--- src/rtl/pir_pkg.sv ---
package pir_pkg;
  localparam int NUM_PINS  = 4;
  localparam int SEL_W     = 4;
  localparam int NUM_LINES = 1 << SEL_W;
  localparam int BYTE_W    = 8;
  localparam int NUM_BYTES = 3;

  typedef logic [SEL_W-1:0]  line_sel_t;
  typedef logic [BYTE_W-1:0] cfg_byte_t;

  // Selector of one pin, picked out of the three routing bytes.
  function automatic line_sel_t pin_target(input cfg_byte_t b_lo,
                                           input cfg_byte_t b_mid,
                                           input cfg_byte_t b_hi,
                                           input int unsigned pin);
    line_sel_t s;
    case (pin)
      0:       s = b_lo[7:4];
      1:       s = b_mid[3:0];
      2:       s = b_mid[7:4];
      default: s = b_hi[7:4];
    endcase
    return s;
  endfunction

  // One-hot mask of a line number.
  function automatic logic [NUM_LINES-1:0] line_mask(input line_sel_t s);
    return {{(NUM_LINES-1){1'b0}}, 1'b1} << s;
  endfunction
endpackage

--- src/rtl/pir_cfg_file.sv ---
module pir_cfg_file
  import pir_pkg::*;
#(
  parameter int ADDR_W = 8,
  parameter logic [ADDR_W-1:0] BASE_ADDR = 'h55
) (
  input  logic                          clk,
  input  logic                          rst_n,
  input  logic [ADDR_W-1:0]             addr,
  input  cfg_byte_t                     wdata,
  input  logic                          we,
  output cfg_byte_t                     rdata,
  output logic [NUM_BYTES-1:0][BYTE_W-1:0] bytes_q
);
  logic [NUM_BYTES-1:0] hit_w;   // address decode per byte
  logic [NUM_BYTES-1:0] wr_hit;  // write strobe per byte

  for (genvar i = 0; i < NUM_BYTES; i++) begin : g_byte
    assign hit_w[i]  = (addr == BASE_ADDR + ADDR_W'(i));
    assign wr_hit[i] = we && hit_w[i];

    always_ff @(posedge clk or negedge rst_n) begin
      if (!rst_n)         bytes_q[i] <= '0;
      else if (wr_hit[i]) bytes_q[i] <= wdata;
    end

    AST_WRITE_LANDS: assert property (@(posedge clk) disable iff (!rst_n)
      wr_hit[i] |=> bytes_q[i] == $past(wdata));
    AST_HOLD_UNWRITTEN: assert property (@(posedge clk) disable iff (!rst_n)
      !wr_hit[i] |=> $stable(bytes_q[i]));
  end

  always_comb begin
    rdata = '0;
    for (int i = 0; i < NUM_BYTES; i++)
      if (hit_w[i]) rdata = bytes_q[i];
  end
endmodule

--- src/rtl/pir_or_matrix.sv ---
module pir_or_matrix
  import pir_pkg::*;
(
  input  logic [NUM_PINS-1:0]              pins,
  input  logic [NUM_PINS-1:0][SEL_W-1:0]   tgt,
  output logic [NUM_LINES-1:0]             line_next
);
  for (genvar n = 0; n < NUM_LINES; n++) begin : g_line
    always_comb begin
      line_next[n] = 1'b0;
      for (int p = 0; p < NUM_PINS; p++)
        if (tgt[p] == SEL_W'(n)) line_next[n] = line_next[n] | pins[p];
    end
  end
endmodule

--- src/rtl/pci_irq_router.sv ---
module pci_irq_router
  import pir_pkg::*;
#(
  parameter int ADDR_W = 8,
  parameter logic [ADDR_W-1:0] BASE_ADDR = 'h55
) (
  input  logic                 clk,
  input  logic                 rst_n,
  input  logic [ADDR_W-1:0]    cfg_addr,
  input  logic [BYTE_W-1:0]    cfg_wdata,
  input  logic                 cfg_we,
  output logic [BYTE_W-1:0]    cfg_rdata,
  input  logic [NUM_PINS-1:0]  pin_level,
  output logic [NUM_LINES-1:0] irq_out
);
  logic [NUM_BYTES-1:0][BYTE_W-1:0] cfg_bytes;
  logic [NUM_PINS-1:0][SEL_W-1:0]   pin_tgt;
  logic [NUM_LINES-1:0]             line_next;

  pir_cfg_file #(.ADDR_W(ADDR_W), .BASE_ADDR(BASE_ADDR)) u_cfg (
    .clk(clk), .rst_n(rst_n), .addr(cfg_addr), .wdata(cfg_wdata),
    .we(cfg_we), .rdata(cfg_rdata), .bytes_q(cfg_bytes)
  );

  for (genvar p = 0; p < NUM_PINS; p++) begin : g_tgt
    assign pin_tgt[p] = pin_target(cfg_bytes[0], cfg_bytes[1], cfg_bytes[2], p);
  end

  pir_or_matrix u_mx (.pins(pin_level), .tgt(pin_tgt), .line_next(line_next));

  always_ff @(posedge clk or negedge rst_n) begin
    if (!rst_n) irq_out <= '0;
    else        irq_out <= line_next;
  end

  for (genvar p = 0; p < NUM_PINS; p++) begin : g_chk
    AST_PIN_REACHES_LINE: assert property (@(posedge clk) disable iff (!rst_n)
      pin_level[p] |-> (line_next & line_mask(pin_tgt[p])) != '0);
  end

  AST_QUIET_PINS_QUIET_LINES: assert property (@(posedge clk) disable iff (!rst_n)
    ($past(pin_level) == '0) |-> irq_out == '0);
  AST_AT_MOST_FOUR: assert property (@(posedge clk) disable iff (!rst_n)
    $countones(irq_out) <= NUM_PINS);
  AST_LINES_FOLLOW: assert property (@(posedge clk) disable iff (!rst_n)
    1'b1 |=> irq_out == $past(line_next));
endmodule

--- config.mk ---
export PLATFORM = sky130hd
export DESIGN_NAME = pci_irq_router
export DESIGN_NICKNAME = d
export VERILOG_FILES = /design/src/rtl/pir_pkg.sv /design/src/rtl/pir_cfg_file.sv /design/src/rtl/pir_or_matrix.sv /design/src/rtl/pci_irq_router.sv
export SDC_FILE = /design/constraint.sdc
export NUM_CORES = 1
export LEC_CHECK = 0
export BUFFER_PORTS_ARGS = -buffer_cell sky130_fd_sc_hd__buf_4
export CAP_MARGIN = 0
export CORE_ASPECT_RATIO = 0.6
export CORE_MARGIN = 2
export CORE_UTILIZATION = 45
export DETAILED_ROUTE_END_ITERATION = 8
export PLACE_DENSITY = 0.68
export SLEW_MARGIN = 5
export SYNTH_ARGS = -nofsm -noshare
export SYNTH_HDL_FRONTEND = slang
export SYNTH_HIERARCHICAL = 1
export SYNTH_SLANG_ARGS = --single-unit
--- constraint.sdc ---
create_clock -name clk -period 3.5 [get_ports clk]
set_input_delay 0.175 -clock clk [delete_from_list [all_inputs] [get_ports clk]]
set_output_delay 0.175 -clock clk [all_outputs]
set_load 0.01 [all_outputs]
-- Word level (Yosys, flattened, before mapping)
Index checks and enable logic that the tools add are counted.
- bitwise gates (word level): 48
- multiplexer cells: 67
- eq/ne operators: 63
- reduce and logical (&&, ||, !) cells: 7
- operator list (operator ; count):
    $eq 4x4->1 const B ; 32
    $eq 4x3->1 const B ; 16
    $mux 1 ; 64
    $or 1x1->1 ; 48
    $eq 4x2->1 const B ; 8
    $eq 8x7->1 const B ; 3
    $mux 8 ; 3
    $eq 4x1->1 const B ; 4
    $logic_not 4->1 ; 4
    $logic_and 1x1->1 ; 3
- logic and storage cells: 189
- flip-flop bits (word level): 40
- bits of input ports: 23

-- Depth between registers and ports, before layout
- word-level depth: 8
- gate-level depth with buffers: 5
- gate-level depth less buffers: 3

-- By module
The synthesis kept the hierarchy.
- modules (own cells, without submodules) (module ; seq. area each (sq um) ; cells an instance ; instances ; area each (sq um)):
    pir_cfg_file ; 600.6 ; 85 ; 1 ; 1202.4
    pir_or_matrix ; 0.0 ; 76 ; 1 ; 535.5
    pci_irq_router ; 400.4 ; 16 ; 1 ; 400.4

-- Worst setup path before layout
No wires, ideal clock.
- path type: input to register
- start: input port cfg_addr[7]
- end: register u_cfg/bytes_q[15] (netlist bit)
- slack: 2.210 ns
- arrival time: 1.165 ns
- cell stages on the path: 4
- data required time: 3.375 ns
- buffers on the path: 1
- cells stage by stage: and4bb_2 and3_4 buf_6 mux2_2
- word-level cells in the longest chain between the ends: 2
- ends and longest elaborated chain (item ; line ; source):
    from (decl) ; pci_irq_router.sv:9 ; input logic [ADDR_W-1:0] cfg_addr,
    $eq 8x7->1 ; pir_cfg_file.sv:19 ; assign hit_w[i] = (addr == BASE_ADDR + ADDR_W'(i));
    $logic_and 1x1->1 ; pir_cfg_file.sv:20 ; assign wr_hit[i] = we && hit_w[i];
    to (signal, indexed assignment) ; pir_cfg_file.sv:24 ; else if (wr_hit[i]) bytes_q[i] <= wdata;
    to (decl) ; pir_cfg_file.sv:13 ; output logic [NUM_BYTES-1:0][BYTE_W-1:0] bytes_q
No other way between the ends.
A chain may end at the register's enable or synchronous reset.

-- Final worst setup path
- start: register u_cfg/bytes_q[9] (netlist bit)
- end: output port cfg_rdata[1]
- word-level cells in the longest chain between the ends: 2
- ends and longest elaborated chain (item ; line ; source):
    $mux 8 (2 in series) ; pir_cfg_file.sv:36 ; if (hit_w[i]) rdata = bytes_q[i];
    to (decl) ; pci_irq_router.sv:12 ; output logic [BYTE_W-1:0] cfg_rdata,
No other way between the ends.

==> results.ini <==
[clock_network]
cts_sinks=40
cts_inserted_buffers=5
clockRootBuffer=clkbuf_8
post_cts_resized=0
cts.path.max_buffers=2
postCtsSetupBuffers=0
cts_tree=done
clkTransAtPathRegs_ps=70
worstSkewPairLatency_ps=300
cts_hold_buf=1
cts-htree-levels=2

[die]
die_x_um=93.0
die_h_um=57.4
start_util_pct=46.8
coreArea_um2=4560
die-area_um2=5340
num_rows=19
io_pins=47

[critical_path]
critPathRequiredTime_ps=3320
critPathCaptureType=output port
r2r_start=u_cfg/bytes_q[20]$_DFFE_PN0P_
critPathMaxFanout=8
critical-path-slowest-cell=dfrtp_1
critPathArrivalTime_ps=1520
path_cells=mux2_2, a22oi_1, nor2_1, buf_4
slowest_delay_ps=470
r2r-end=irq_out[8]$_DFF_PN0_
critPathKind=register to output port
startpoint_type=register
cp_num_buf_inv=1
r2r_cells=2
reg2reg_setup_slack_ps=2080
crit_family=flip-flops

[route]
drt-wirelength-per-cell_um=18.8
drt_iter0_drc=199
drt_pre_antenna_iters=5
vias=1719
ant_nets=0
avgViaCountPerCell=5.93
drt-total-wl_mm=5.46
drc_errors=0

[placed_design]
dp.cells=281
routabilityCongestion=0.981
port_buffers=46
dp_hpwl_mm=4.08

[timing]
fmax_mhz=591
slew_viol_final=0
max_slew_margin_pct=52.7
hold_viol_final=0
final.setup.tns_ps=0
grt_setup_unrepaired=false
whs_ps=129
worst_slew_pin_slew_ps=708
fin_crit_ps=1690
period_share_pct=48.3
setup_viol=0
fin_worst_skew_ps=5.05

[synth]
synth_ff_type=dfrtp_1
synth.area.top_cells=dfrtp_1 (47%), mux2_2 (14%), a221o_1 (5.1%), mux2_4 (3.5%), o32ai_1 (3.3%)
synth_most_common_cell=dfrtp_1
yosysWarnings=6
synth.distinct_cells=34
synth_area_per_cell_um2=12.1
synthArstFlopShare_pct=100
synth_nets=200
ys_seq_elements=40
synth_area_leader_cell=dfrtp_1
syn_inst=177
synthesis.area_um2=2140
synthTopCellsByCount=dfrtp_1 (40), mux2_2 (27), nor2_1 (17)
ys_seq_area_share_pct=46.8
synth_edf_count=0
synthDominantCellAreaShare_pct=46.8

[hold_path]
whs_path_depth=2
hold_class=input pin to register
worstHoldStart=cfg_wdata[3]
hold_end=u_cfg/bytes_q[11]$_DFFE_PN0P_

[job]
maxCapViolCount=0

[global_routing]
overflow=0
grt_max_degree=41
grt_usage_pct=22.3
antenna_found_initial=0
grt_pass1_vias=1612
grt_pass1_wl_mm=8.74

[cells_and_area]
final_cell_count_no_fill=290
nets=249
diodes=0
drive_gt1_share_pct=43.2
seqCellArea_um2=1000
multi_input_area_um2=1080
synthToLayoutAreaGrowth_pct=23.2
fillers=406

[power_and_ir_drop]
p_leak_nw=1.25
power_density_nw_per_um2=378
vdd_drop_max_v=0.000193

[run_status]
outcome=finished clean

-- power by group --
group | internal (mW) | leakage (nW) | switching (mW)
clock | 0.211 | 0.0552 | 0.158
combinational | 0.0620 | 0.649 | 0.0615
sequential | 0.481 | 0.549 | 0.0218
total | 0.754 | 1.25 | 0.241
-- metal layers --
layer | routed length (um) | global-route usage (%)
met1 | 2840 | 37.1
met2 | 2100 | 27.6
met3 | 448 | 5.28
met4 | 76 | 7.35
met5 | 0 | 0
-- cell type report --
type,instances,area share (%)
clock inverters,2,1.33
clock buffers,6,2.76
inverters,3,0.428
flip-flops and latches,40,38.0
repair buffers,47,13.5
multi-input cells,129,41.0
well taps,63,2.99
-- worst register-to-register path, delay by kind of cell (launching register included) --
kind / cells / cell delay, ps
AOI/OAI and AO/OA: 1 / 280
and+or+nand+nor: 1 / 630
DFF: 1 / 450
-- cells in the final DEF (no fill, tap or decap), drive strengths merged --
cell type / count
a221o: 15
a22oi: 8
a32oi: 1
and2: 2
and2b: 2
and3: 3
and3b: 1
and4bb: 1
buf: 46
bufinv: 1
clkbuf: 6
clkinv: 1
dfrtp: 40
dlygate4sd3: 1
inv: 3
mux2: 32
nand2: 7
nand2b: 6
nand3: 3
nand3b: 5
nand4: 2
nor2: 17
nor2b: 4
nor3b: 1
o221ai: 1
o22ai: 7
o32ai: 8
or2: 2
or3b: 1
-- flip-flops by register name, summed over array words and instances (netlist names) --
signal,count
u_cfg/bytes_q,24
irq_out,16
-- metrics by stage --
| step | area (um^2) | utilization [%] | worst slack, ps | power (mW) |
|---|---|---|---|---|
| 6_report | 2630 | 57.7 | 1810 | 0.995 |
| 5_1_grt | 2630 | 57.7 | 1720 | 1.04 |
| 4_1_cts | 2630 | 57.7 | 1810 | 1.00 |
| 3_5_place_dp | 2520 | 55.1 | 2040 | 0.633 |
| 3_3_place_gp | 2520 | 55.1 | 2030 | 0.631 |
| 2_1_floorplan | 2140 | - | 2210 | 0.573 |
-- worst max-delay path by stage --
stage	start	endpoint	slack (ps)	cells after the start
after floorplan	cfg_addr[7]	u_cfg/bytes_q[15]$_DFFE_PN0P_	2210	4
after global placement	cfg_addr[7]	u_cfg/bytes_q[22]$_DFFE_PN0P_	2030	4
after detailed placement	cfg_addr[7]	u_cfg/bytes_q[19]$_DFFE_PN0P_	2040	4
after CTS	u_cfg/bytes_q[9]$_DFFE_PN0P_	cfg_rdata[1]	1810	4
after global routing	u_cfg/bytes_q[9]$_DFFE_PN0P_	cfg_rdata[1]	1720	4
final	u_cfg/bytes_q[9]$_DFFE_PN0P_	cfg_rdata[1]	1810	4
-- kinds of logic after synthesis --
| kind of cell | count (synthesis) | share of synthesized area (%) |
|---|---|---|
| AO/OA/AOI/OAI | 40 | 16.2 |
| buffers and inverters | 8 | 2.69 |
| flip-flops | 40 | 46.8 |
| multiplexers | 32 | 17.7 |
| AND/OR/NAND/NOR | 57 | 16.6 |
(Power assumes the default switching activity.)
